[src/rtl/irq_route_pkg.sv]
package irq_route_pkg;
  localparam logic [31:0] LO_KEEP = 32'h0001_AFFF;
  localparam logic [31:0] HI_KEEP = 32'hFF00_0000;
  localparam logic [31:0] LO_RST  = 32'h0001_0000;
  localparam int unsigned OFF_SEL = 0;
  localparam int unsigned OFF_WIN = 16;
  localparam int unsigned TAB_BASE = 16;

  typedef enum logic [2:0] {
    TGT_NONE,
    TGT_ID,
    TGT_VER,
    TGT_ARB,
    TGT_TAB
  } tgt_e;

  typedef struct packed {
    logic [7:0] dest;
    logic       mask;
    logic       trig;
    logic       pol;
    logic       dmode;
    logic [2:0] dlv;
    logic [7:0] vec;
  } entry_t;

  function automatic entry_t split_entry(logic [31:0] lo, logic [31:0] hi);
    entry_t e;
    e.vec   = lo[7:0];
    e.dlv   = lo[10:8];
    e.dmode = lo[11];
    e.pol   = lo[13];
    e.trig  = lo[15];
    e.mask  = lo[16];
    e.dest  = hi[31:24];
    return e;
  endfunction
endpackage

[src/rtl/irq_route_bus_dec.sv]
module irq_route_bus_dec
  import irq_route_pkg::*;
#(
  parameter int unsigned ADDR_W = 8
) (
  input  logic              req_i,
  input  logic              we_i,
  input  logic [ADDR_W-1:0] addr_i,
  input  logic [3:0]        be_i,
  output logic              sel_wr_o,
  output logic              sel_rd_o,
  output logic              win_wr_o,
  output logic              win_rd_o,
  output logic              bad_o
);
  logic full_word, at_sel, at_win, ok;

  always_comb begin
    full_word = (be_i == 4'hF);
    at_sel    = (addr_i == ADDR_W'(OFF_SEL));
    at_win    = (addr_i == ADDR_W'(OFF_WIN));
    ok        = full_word && (at_sel || at_win);
    sel_wr_o  = req_i && ok && at_sel && we_i;
    sel_rd_o  = req_i && ok && at_sel && !we_i;
    win_wr_o  = req_i && ok && at_win && we_i;
    win_rd_o  = req_i && ok && at_win && !we_i;
    bad_o     = req_i && !ok;
  end
endmodule

[src/rtl/irq_route_idx_dec.sv]
module irq_route_idx_dec
  import irq_route_pkg::*;
#(
  parameter int unsigned NUM_ENTRIES = 24,
  localparam int unsigned IDX_W = (NUM_ENTRIES > 1) ? $clog2(NUM_ENTRIES) : 1
) (
  input  logic [31:0]      sel_i,
  output tgt_e             tgt_o,
  output logic [IDX_W-1:0] ent_o,
  output logic             hi_o
);
  localparam logic [31:0] TAB_END = 32'(TAB_BASE + 2 * NUM_ENTRIES);
  logic [31:0] rel;

  always_comb begin
    rel   = sel_i - 32'(TAB_BASE);
    ent_o = rel[IDX_W:1];
    hi_o  = rel[0];
    if (sel_i == 32'h0)      tgt_o = TGT_ID;
    else if (sel_i == 32'h1) tgt_o = TGT_VER;
    else if (sel_i == 32'h2) tgt_o = TGT_ARB;
    else if (sel_i >= 32'(TAB_BASE) && sel_i < TAB_END) tgt_o = TGT_TAB;
    else tgt_o = TGT_NONE;
  end
endmodule

[src/rtl/irq_route_entry.sv]
module irq_route_entry
  import irq_route_pkg::*;
(
  input  logic        clk_i,
  input  logic        rst_ni,
  input  logic        wr_lo_i,
  input  logic        wr_hi_i,
  input  logic [31:0] wdata_i,
  output logic [31:0] lo_o,
  output logic [31:0] hi_o
);
  always_ff @(posedge clk_i or negedge rst_ni) begin
    if (!rst_ni) begin
      lo_o <= LO_RST;
      hi_o <= '0;
    end else begin
      if (wr_lo_i) lo_o <= wdata_i & LO_KEEP;
      if (wr_hi_i) hi_o <= wdata_i & HI_KEEP;
    end
  end

  AST_ENTRY_HOLD: assert property (@(posedge clk_i) disable iff (!rst_ni)
    !(wr_lo_i || wr_hi_i) |=> ($stable(lo_o) && $stable(hi_o))) else $error("entry changed without write");
  AST_LO_RSVD: assert property (@(posedge clk_i) disable iff (!rst_ni)
    wr_lo_i |=> ((lo_o & ~LO_KEEP) == 32'h0)) else $error("reserved low bits set");
endmodule

[src/rtl/irq_route_regs.sv]
module irq_route_regs
  import irq_route_pkg::*;
#(
  parameter int unsigned NUM_ENTRIES = 24,
  parameter int unsigned ADDR_W      = 8,
  parameter logic [7:0]  VERSION     = 8'h11,
  parameter logic [7:0]  RESET_ID    = 8'h00
) (
  input  logic                     clk_i,
  input  logic                     rst_ni,
  input  logic                     req_i,
  input  logic                     we_i,
  input  logic [ADDR_W-1:0]        addr_i,
  input  logic [3:0]               be_i,
  input  logic [31:0]              wdata_i,
  output logic                     rsp_valid_o,
  output logic                     err_o,
  output logic [31:0]              rdata_o,
  output logic [7:0]               id_o,
  output logic [7:0]               arb_id_o,
  output logic [NUM_ENTRIES*8-1:0] ent_vector_o,
  output logic [NUM_ENTRIES*3-1:0] ent_dlv_mode_o,
  output logic [NUM_ENTRIES-1:0]   ent_dest_mode_o,
  output logic [NUM_ENTRIES-1:0]   ent_polarity_o,
  output logic [NUM_ENTRIES-1:0]   ent_trigger_o,
  output logic [NUM_ENTRIES-1:0]   ent_mask_o,
  output logic [NUM_ENTRIES*8-1:0] ent_dest_o
);
  localparam int unsigned IDX_W = (NUM_ENTRIES > 1) ? $clog2(NUM_ENTRIES) : 1;
  localparam logic [31:0] VER_WORD = {8'h00, 8'(NUM_ENTRIES - 1), 8'h00, VERSION};

  logic sel_wr, sel_rd, win_wr, win_rd, bad;
  logic [31:0] sel_q;
  logic [7:0] id_q, arb_q;
  tgt_e tgt;
  logic [IDX_W-1:0] ent_idx;
  logic hi_half;
  logic [NUM_ENTRIES-1:0] wr_lo, wr_hi;
  logic [31:0] lo_arr [NUM_ENTRIES];
  logic [31:0] hi_arr [NUM_ENTRIES];
  logic [31:0] win_data, rd_next;

  irq_route_bus_dec #(.ADDR_W(ADDR_W)) u_bus (
    .req_i(req_i), .we_i(we_i), .addr_i(addr_i), .be_i(be_i),
    .sel_wr_o(sel_wr), .sel_rd_o(sel_rd), .win_wr_o(win_wr),
    .win_rd_o(win_rd), .bad_o(bad)
  );

  irq_route_idx_dec #(.NUM_ENTRIES(NUM_ENTRIES)) u_idx (
    .sel_i(sel_q), .tgt_o(tgt), .ent_o(ent_idx), .hi_o(hi_half)
  );

  for (genvar n = 0; n < NUM_ENTRIES; n++) begin : g_ent
    entry_t dec;
    assign wr_lo[n] = win_wr && (tgt == TGT_TAB) && (ent_idx == IDX_W'(n)) && !hi_half;
    assign wr_hi[n] = win_wr && (tgt == TGT_TAB) && (ent_idx == IDX_W'(n)) && hi_half;

    irq_route_entry u_entry (
      .clk_i(clk_i), .rst_ni(rst_ni), .wr_lo_i(wr_lo[n]), .wr_hi_i(wr_hi[n]),
      .wdata_i(wdata_i), .lo_o(lo_arr[n]), .hi_o(hi_arr[n])
    );

    assign dec                  = split_entry(lo_arr[n], hi_arr[n]);
    assign ent_vector_o[n*8+:8] = dec.vec;
    assign ent_dlv_mode_o[n*3+:3] = dec.dlv;
    assign ent_dest_mode_o[n]   = dec.dmode;
    assign ent_polarity_o[n]    = dec.pol;
    assign ent_trigger_o[n]     = dec.trig;
    assign ent_mask_o[n]        = dec.mask;
    assign ent_dest_o[n*8+:8]   = dec.dest;
  end

  always_ff @(posedge clk_i or negedge rst_ni) begin
    if (!rst_ni) begin
      sel_q <= '0;
      id_q  <= RESET_ID;
      arb_q <= RESET_ID;
    end else begin
      if (sel_wr) sel_q <= wdata_i;
      if (win_wr && tgt == TGT_ID)  id_q  <= wdata_i[31:24];
      if (win_wr && tgt == TGT_ARB) arb_q <= wdata_i[31:24];
    end
  end

  always_comb begin
    unique case (tgt)
      TGT_ID:  win_data = {id_q, 24'h0};
      TGT_VER: win_data = VER_WORD;
      TGT_ARB: win_data = {arb_q, 24'h0};
      TGT_TAB: win_data = hi_half ? hi_arr[ent_idx] : lo_arr[ent_idx];
      default: win_data = 32'h0;
    endcase
    if (sel_rd)      rd_next = sel_q;
    else if (win_rd) rd_next = win_data;
    else             rd_next = 32'h0;
  end

  always_ff @(posedge clk_i or negedge rst_ni) begin
    if (!rst_ni) begin
      rsp_valid_o <= 1'b0;
      err_o       <= 1'b0;
      rdata_o     <= '0;
    end else begin
      rsp_valid_o <= req_i;
      err_o       <= bad;
      rdata_o     <= rd_next;
    end
  end

  assign id_o     = id_q;
  assign arb_id_o = arb_q;

  AST_RSP_NEXT: assert property (@(posedge clk_i) disable iff (!rst_ni)
    req_i |=> rsp_valid_o) else $error("missing response");
  AST_NO_SPURIOUS_RSP: assert property (@(posedge clk_i) disable iff (!rst_ni)
    !req_i |=> !rsp_valid_o) else $error("response without request");
  AST_BAD_KEEPS_SEL: assert property (@(posedge clk_i) disable iff (!rst_ni)
    bad |=> ($stable(sel_q) && $stable(id_q) && $stable(arb_q))) else $error("error access changed state");
  AST_ERR_ZERO_DATA: assert property (@(posedge clk_i) disable iff (!rst_ni)
    bad |=> (err_o && rdata_o == 32'h0)) else $error("error response carries data");
  AST_ONE_HALF_WR: assert property (@(posedge clk_i) disable iff (!rst_ni)
    $onehot0({wr_lo, wr_hi})) else $error("multiple entry halves written");
  AST_ID_HOLD: assert property (@(posedge clk_i) disable iff (!rst_ni)
    !win_wr |=> ($stable(id_q) && $stable(arb_q))) else $error("identifier changed without write");
endmodule

[config.mk]
export PLATFORM = sky130hd
export DESIGN_NAME = irq_route_regs
export DESIGN_NICKNAME = d
export VERILOG_FILES = /design/src/rtl/irq_route_pkg.sv /design/src/rtl/irq_route_bus_dec.sv /design/src/rtl/irq_route_idx_dec.sv /design/src/rtl/irq_route_entry.sv /design/src/rtl/irq_route_regs.sv
export SDC_FILE = /design/constraint.sdc
export NUM_CORES = 1
export LEC_CHECK = 0
export ABC_CLOCK_PERIOD_IN_PS = 7320
export BUFFER_PORTS_ARGS = -buffer_cell sky130_fd_sc_hd__buf_2
export CORE_MARGIN = 3
export CORE_UTILIZATION = 45
export CTS_CLUSTER_DIAMETER = 30
export CTS_CLUSTER_SIZE = 14
export DETAILED_ROUTE_END_ITERATION = 6
export GPL_TIMING_DRIVEN = 0
export PLACE_DENSITY = 0.65
export SYNTH_ARGS = -nofsm -noshare
export SYNTH_HDL_FRONTEND = slang
export SYNTH_HIERARCHICAL = 1
export SYNTH_SLANG_ARGS = --single-unit
[constraint.sdc]
create_clock -name clk_i -period 7.32 [get_ports clk_i]
set_clock_uncertainty 0.05 [all_clocks]
set_input_delay 0.366 -clock clk_i [delete_from_list [all_inputs] [get_ports clk_i]]
set_output_delay 0.366 -clock clk_i [all_outputs]
set_load 0.01 [all_outputs]
# Word level (Yosys, flattened, before mapping)
# Index checks and enable logic that the tools add are counted.
word_totals:
  regBits: 634
  elab_cells: 196
classes:
  n_addsub: 1
  n_lt_le_gt_ge: 3
  eq_ne: 31
  muxes: 14
  n_bitwise: 1
  reduce_logical: 92
op_table:
  columns: ["op", "count"]
  rows:
  - ["32-bit binary-select mux with 5-bit select", 2]
  - ["32-bit 2-to-1 mux", 7]
  - ["32-bit one-hot mux with 4 select lines", 1]
  - ["1-bit logical AND", 85]
  - ["5-bit by 4-bit == test with 1-bit output, second input constant", 8]
  - ["5-bit == test, second input constant", 8]
  - ["32-bit by 1-bit == test with 1-bit output, second input constant", 1]
  - ["32-bit by 2-bit == test with 1-bit output, second input constant", 1]
  - ["32-bit by 5-bit greater-or-equal comparator with 1-bit output, second input constant", 1]
  - ["32-bit zero test", 1]
  - ["32-bit by 7-bit less-than comparator with 1-bit output, second input constant", 1]
  - ["5-bit by 3-bit == test with 1-bit output, second input constant", 4]
  - ["3-bit 2-to-1 mux", 4]
  - ["5-bit by 2-bit == test with 1-bit output, second input constant", 2]
  - ["8-bit by 5-bit == test with 1-bit output, second input constant", 1]
  - ["8-bit zero test", 1]
  - ["3-bit by 2-bit == test with 1-bit output, second input constant", 2]
  - ["6-bit greater-or-equal comparator, second input constant", 1]
  - ["5-bit NOT with 6-bit output", 1]
  - ["6-bit by 5-bit subtractor with 6-bit output, second input constant", 1]
  - ["5-bit by 1-bit == test with 1-bit output, second input constant", 1]
  - ["5-bit zero test", 1]
  - ["4-bit == test, second input constant", 1]
  - ["3-bit by 1-bit == test with 1-bit output, second input constant", 1]
  - ["3 further kinds", 5]

# Logic depth before layout (Yosys ltp)
logic_depth:
  word_depth: 10
  mapped_depth: 14

# Hierarchy
# Netlist, hierarchy kept.
modules_own_cells:
  columns: ["mod", "instances", "cells_per_inst", "area_each_um2"]
  rows:
  - ["irq_route_entry", 24, 91, 1221.2]
  - ["irq_route_regs", 1, 1300, 15902.8]
  - ["irq_route_idx_dec", 1, 23, 162.7]
  - ["irq_route_bus_dec", 1, 12, 92.6]

# Worst setup path after synthesis
# OpenSTA, ideal clock, no wires.
synth_path:
  path_kind: "register to register"
  start: "register sel_q[15]"
  end: "register g_ent[12].u_entry.lo_o[10]"
  setup_time_ns: 0.125
  t_arrival_ns: 2.805
  path_slack_ns: 4.340
  stages_incl_launch_ff: 12
  synth_period_minus_slack_ns: 2.980
  path_cell_list: "dfrtp_1 nor4_1 nand4_1 nor3_1 nor3b_1 and3_1 and2_1 nand3b_1 nor3_1 buf_6 buf_12 mux2_4"
synth_between:
  elab_chain_len: 10
  elab_cells_between_ends: 14
  cone_classes: "order compare (2); eq/ne (3); mux (4); reduce/logical (5)"
synth_lines:
  columns: ["element", "line_no", "text"]
  rows:
  - ["from (decl)", "irq_route_regs.sv:33", "logic [31:0] sel_q;"]
  - ["from (signal assigned)", "irq_route_regs.sv:79", "if (sel_wr) sel_q <= wdata_i;"]
  - ["32-bit by 5-bit greater-or-equal comparator with 1-bit output / 32-bit by 7-bit less-than comparator with 1-bit output (equally long branches)", "irq_route_idx_dec.sv:22", "else if (sel_i >= 32'(TAB_BASE) && sel_i < TAB_END) tgt_o = TGT_TAB;"]
  - ["1-bit logical AND", "irq_route_idx_dec.sv:22", null]
  - ["3-bit 2-to-1 mux", "irq_route_idx_dec.sv:22", null]
  - ["3-bit 2-to-1 mux", "irq_route_idx_dec.sv:21", "else if (sel_i == 32'h2) tgt_o = TGT_ARB;"]
  - ["3-bit 2-to-1 mux", "irq_route_idx_dec.sv:20", "else if (sel_i == 32'h1) tgt_o = TGT_VER;"]
  - ["3-bit 2-to-1 mux *", "irq_route_idx_dec.sv:19", "if (sel_i == 32'h0) tgt_o = TGT_ID;"]
  - ["net tgt[2]", "irq_route_regs.sv:35", "tgt_e tgt;"]
  - ["3-bit == test *", "irq_route_regs.sv:55", "assign wr_lo[n] = win_wr && (tgt == TGT_TAB) && (ent_idx == IDX_W'(n)) && !hi_half;"]
  - ["1-bit logical AND * (3 in a row)", "irq_route_regs.sv:55", null]
  - ["net wr_lo[12]", "irq_route_regs.sv:38", "logic [NUM_ENTRIES-1:0] wr_lo, wr_hi;"]
  - ["to (signal assigned)", "irq_route_entry.sv:17", "if (wr_lo_i) lo_o <= wdata_i & LO_KEEP;"]
  - ["to (decl)", "irq_route_entry.sv:9", "output logic [31:0] lo_o,"]
# The timed path passes the listed nets; every way through them passes the cells marked *.
# A chain may end at the register's enable or synchronous reset.

# Worst setup path after layout
layout_path:
  start: "register sel_q[4]"
  end: "register g_ent[19].u_entry.lo_o[13]"
layout_between:
  elab_cells_between_ends: 16
  cone_classes: "add/sub (1); order compare (2); eq/ne (4); mux (4); reduce/logical (5)"
layout_rtl:
  columns: ["element", "line_no", "text"]
  rows:
  - ["6-bit by 5-bit subtractor with 6-bit output", "irq_route_idx_dec.sv:16", "rel = sel_i - 32'(TAB_BASE);"]
  - ["net ent_idx[3]", "irq_route_regs.sv:36", "logic [IDX_W-1:0] ent_idx;"]
  - ["5-bit == test", "irq_route_regs.sv:55", null]
  - ["1-bit logical AND (2 in a row)", "irq_route_regs.sv:55", null]
  - ["net wr_lo[19]", "irq_route_regs.sv:38", null]
  - ["to (signal assigned)", "irq_route_entry.sv:17", null]
  - ["to (decl)", "irq_route_entry.sv:9", null]
# The timed path passes the listed nets, and every way through them passes these cells.

==> results.sh <==
export IMPL_crit_path_top_delay_cell="clkbuf_1"
export IMPL_syn_avg_cell_area_um2=12.92
export IMPL_final_nets=5352
export IMPL_synth_commonest_cells="buf_4 (1006), dfrtp_1 (610), mux2_2 (438)"
export IMPL_netlist_instances=3519
export IMPL_netlist_area_um2=45470
export IMPL_startpoint_type="flop"
export IMPL_fp_dieArea_um2=104900
export IMPL_start_util_pct=45.79
export IMPL_ant_nets=0
export IMPL_die_h_um=323.9
export IMPL_fmax_mhz=210.6
export IMPL_regToRegEndpoint="g_ent[19].u_entry/lo_o[13]$_DFFE_PN0P_"
export IMPL_final_cells=6721
export IMPL_cts_buffer_depth=3
export IMPL_worst_pin_slew_ns=1.330
export IMPL_fin_hold_ws_ns=0.08242
export IMPL_wl_met1_um=66310
export IMPL_reg2reg_from="sel_q[4]$_DFFE_PN0P_"
export IMPL_gp_congestion=0.9102
export IMPL_ys_seq_area_share_pct=34.96
export IMPL_status="finished clean"
export IMPL_reg2reg_slack_ns=2.57
export IMPL_drtIter0Drc=2889
export IMPL_port_buffer_count=649
export IMPL_core_area_um2=99280
export IMPL_num_rows=115
export IMPL_hold_buffers=14
export IMPL_post_cts_buffers=0
export IMPL_min_period_ns=4.748
export IMPL_setup_viol=0
export IMPL_grt_overflow=0
export IMPL_relSlewSlack_pct=11.31
export IMPL_dr_pass1_iters=6
export IMPL_cts_buffers=153
export IMPL_post_cts_resized=0
export IMPL_power_density_nw_per_um2=192.7
export IMPL_yosys_area_top_type="dfrtp_1"
export IMPL_synthTopCellsByArea="dfrtp_1 (34%), buf_4 (17%), mux4_2 (16%), mux2_2 (11%), mux2_4 (7.9%)"
export IMPL_routed_top_layer="met5"
export IMPL_crit_type="reg -> reg"
export IMPL_synth_distinct_cells=54
export IMPL_vdd_drop_max_v=0.0002491
export IMPL_grt_pass1_vias=32880
export IMPL_max_stage_delay_ns=0.82
export IMPL_placed_area_um2=54100
export IMPL_crit_fanout=10
export IMPL_cts_root_buffer="clkbuf_16"
export IMPL_hp_class="in -> async"
export IMPL_cts_tree="done"
export IMPL_wl_met2_um=79700
export IMPL_fin_area_um2=59820
export IMPL_synth_top_area_share_pct=33.57
export IMPL_p_leak_nw=31.45
export IMPL_cts_sink_count=634
export IMPL_layout_setup_ws_ns=2.572
export IMPL_avgViaCountPerCell=4.979
export IMPL_async_flop_share_pct=100.0
export IMPL_synth_warnings=6
export IMPL_wl_per_cell_um=24.87
export IMPL_yosysMostFrequentCell="buf_4"
export IMPL_grt_setup_unrepaired="no"
export IMPL_clk_pin_slew_worst_paths_ns=0.05
export IMPL_dr_wl_met3_um=12810
export IMPL_crit_arrival_ns=5.32
export IMPL_drt_total_wl_um=167100
export IMPL_hold_viol=0
export IMPL_grt_max_degree=119
export IMPL_track_usage_pct=31.45
export IMPL_crit_buf_inv=7
export IMPL_area_growth_pct=31.57
export IMPL_antenna_found_initial=6
export IMPL_regArea_um2=15900
export IMPL_maxCapViolCount=0
export IMPL_utilization_pct=60.25
export IMPL_htreeDepth=4
export IMPL_drv_slew=0
export IMPL_dp_hpwl_um=124900
export IMPL_vias=33470
export IMPL_r2r_cells=12
export IMPL_required_ns=7.89
export IMPL_synth_top_flop_cell="dfrtp_1"
export IMPL_drive_above_1_share_pct=57.39
export IMPL_synth_seq_cells=634
export IMPL_grt_pass1_wl_um=233800
export IMPL_multiInputGateArea_um2=24040
export IMPL_cp_top_family="buffers and inverters"
export IMPL_synth_edf_count=0
export IMPL_drc=0
export IMPL_die_width_um=323.9
export IMPL_ios=650
export IMPL_period_share_pct=64.86
export IMPL_worstSetupEndpointType="flop"
export IMPL_crit_chain="inv_1 -> ha_1 -> inv_1 -> clkbuf_1 -> clkbuf_1 -> buf_1 -> and3_1 -> nand3_1 -> nor2_1 -> buf_6 -> buf_12 -> mux2_4"
export IMPL_clock_latency_ns=0.77
export IMPL_dpl_worst_slack_ns=2.710
export IMPL_fill_cells=8128
export IMPL_placed_cells=6421
worst register-to-register path: stages, from the launching register on:
cell and delay [ns]:
dfrtp_1 0.40, inv_1 0.43, ha_1 0.33, inv_1 0.05, clkbuf_1 0.30, clkbuf_1 0.82
buf_1 0.70, and3_1 0.36, nand3_1 0.25, nor2_1 0.21, buf_6 0.24, buf_12 0.20
mux2_4 0.31
logic make-up after synthesis:
group	count (synthesis)	share of synthesized area (%)
xor+xnor	1	0.01927
fa+ha+maj	1	0.02752
flops	634	34.96
mux	1147	38.10
simple gates	249	2.777
buf+inv	1227	20.10
compound gates	236	3.817
other cells	24	0.1981
per-stage QoR:
stage          TNS (ns)  power [mW]
3_5_place_dp          0       4.309
2_1_floorplan         0       4.133
4_1_cts               0       11.55
6_report              0       11.53
3_3_place_gp   -4907.71       4.299
5_1_grt               0       11.88
layout by cell type, fill, tap and decap left out, types with 16 or more instances in the layout:
cell,instances
buf_4,1006
conb_1,984
buf_2,744
dfrtp_1,610
mux2_2,438
mux4_2,327
mux2_4,240
clkbuf_16,153
mux2i_1,142
a22oi_1,87
clkbuf_1,65
nor2_1,65
nand2_1,61
a221oi_1,39
buf_6,33
and3_1,29
a31oi_1,28
clkinv_2,26
clkbuf_8,25
buf_12,24
dfstp_2,24
bufinv_16,21
nand3_1,19
a221o_1,19
clkinvlp_4,18
buf_1,16
layout make-up:
cell class / count / area share [%]
repair buffers: 669 / 5.957
plain buffers: 1223 / 15.25
flip-flops and latches: 634 / 26.57
inverters: 4 / 0.02510
well taps: 1287 / 2.692
clock buffers: 195 / 7.082
diodes: 1 / 0.004183
clock inverters: 90 / 2.223
multi-input cells: 2618 / 40.19
flip-flops by register name, summed over array words and instances, names as in the netlist:
register and count:
id_o 8, g_ent.u_entry/lo_o 360, g_ent.u_entry/hi_o 192, arb_id_o 8, sel_q 32, err_o 1
rsp_valid_o 1, rdata_o 32
layer usage:
metal	global-route usage, %	vias to the layer above
li1	-	14580
met1	39.58	17070
met2	51.11	1411
met3	7.774	399
met4	14.76	2
met5	0	-
power by group:
group / switching, mW / leakage (nW) / total, mW / internal (mW)
clock: 2.34 / 2.67 / 7.22 / 4.87
combinational: 0.333 / 20.0 / 0.795 / 0.462
sequential: 0.000777 / 8.77 / 3.52 / 3.52
total: 2.68 / 31.4 / 11.5 / 8.85
how the worst max path moves through the flow:
stage / endpoint / cells past startpoint / startpoint
2_1_floorplan: g_ent[12].u_entry/lo_o[10]$_DFFE_PN0P_ / 11 / sel_q[15]$_DFFE_PN0P_
3_3_place_gp: g_ent[6].u_entry/hi_o[31]$_DFFE_PN0P_ / 1 / rst_ni
5_1_grt: g_ent[12].u_entry/hi_o[28]$_DFFE_PN0P_ / 9 / sel_q[4]$_DFFE_PN0P_
4_1_cts: g_ent[12].u_entry/hi_o[25]$_DFFE_PN0P_ / 9 / sel_q[4]$_DFFE_PN0P_
6_report: g_ent[19].u_entry/lo_o[13]$_DFFE_PN0P_ / 12 / sel_q[4]$_DFFE_PN0P_
3_5_place_dp: g_ent[12].u_entry/hi_o[29]$_DFFE_PN0P_ / 9 / sel_q[4]$_DFFE_PN0P_
Note: power is estimated with default switching activity, not from simulation.
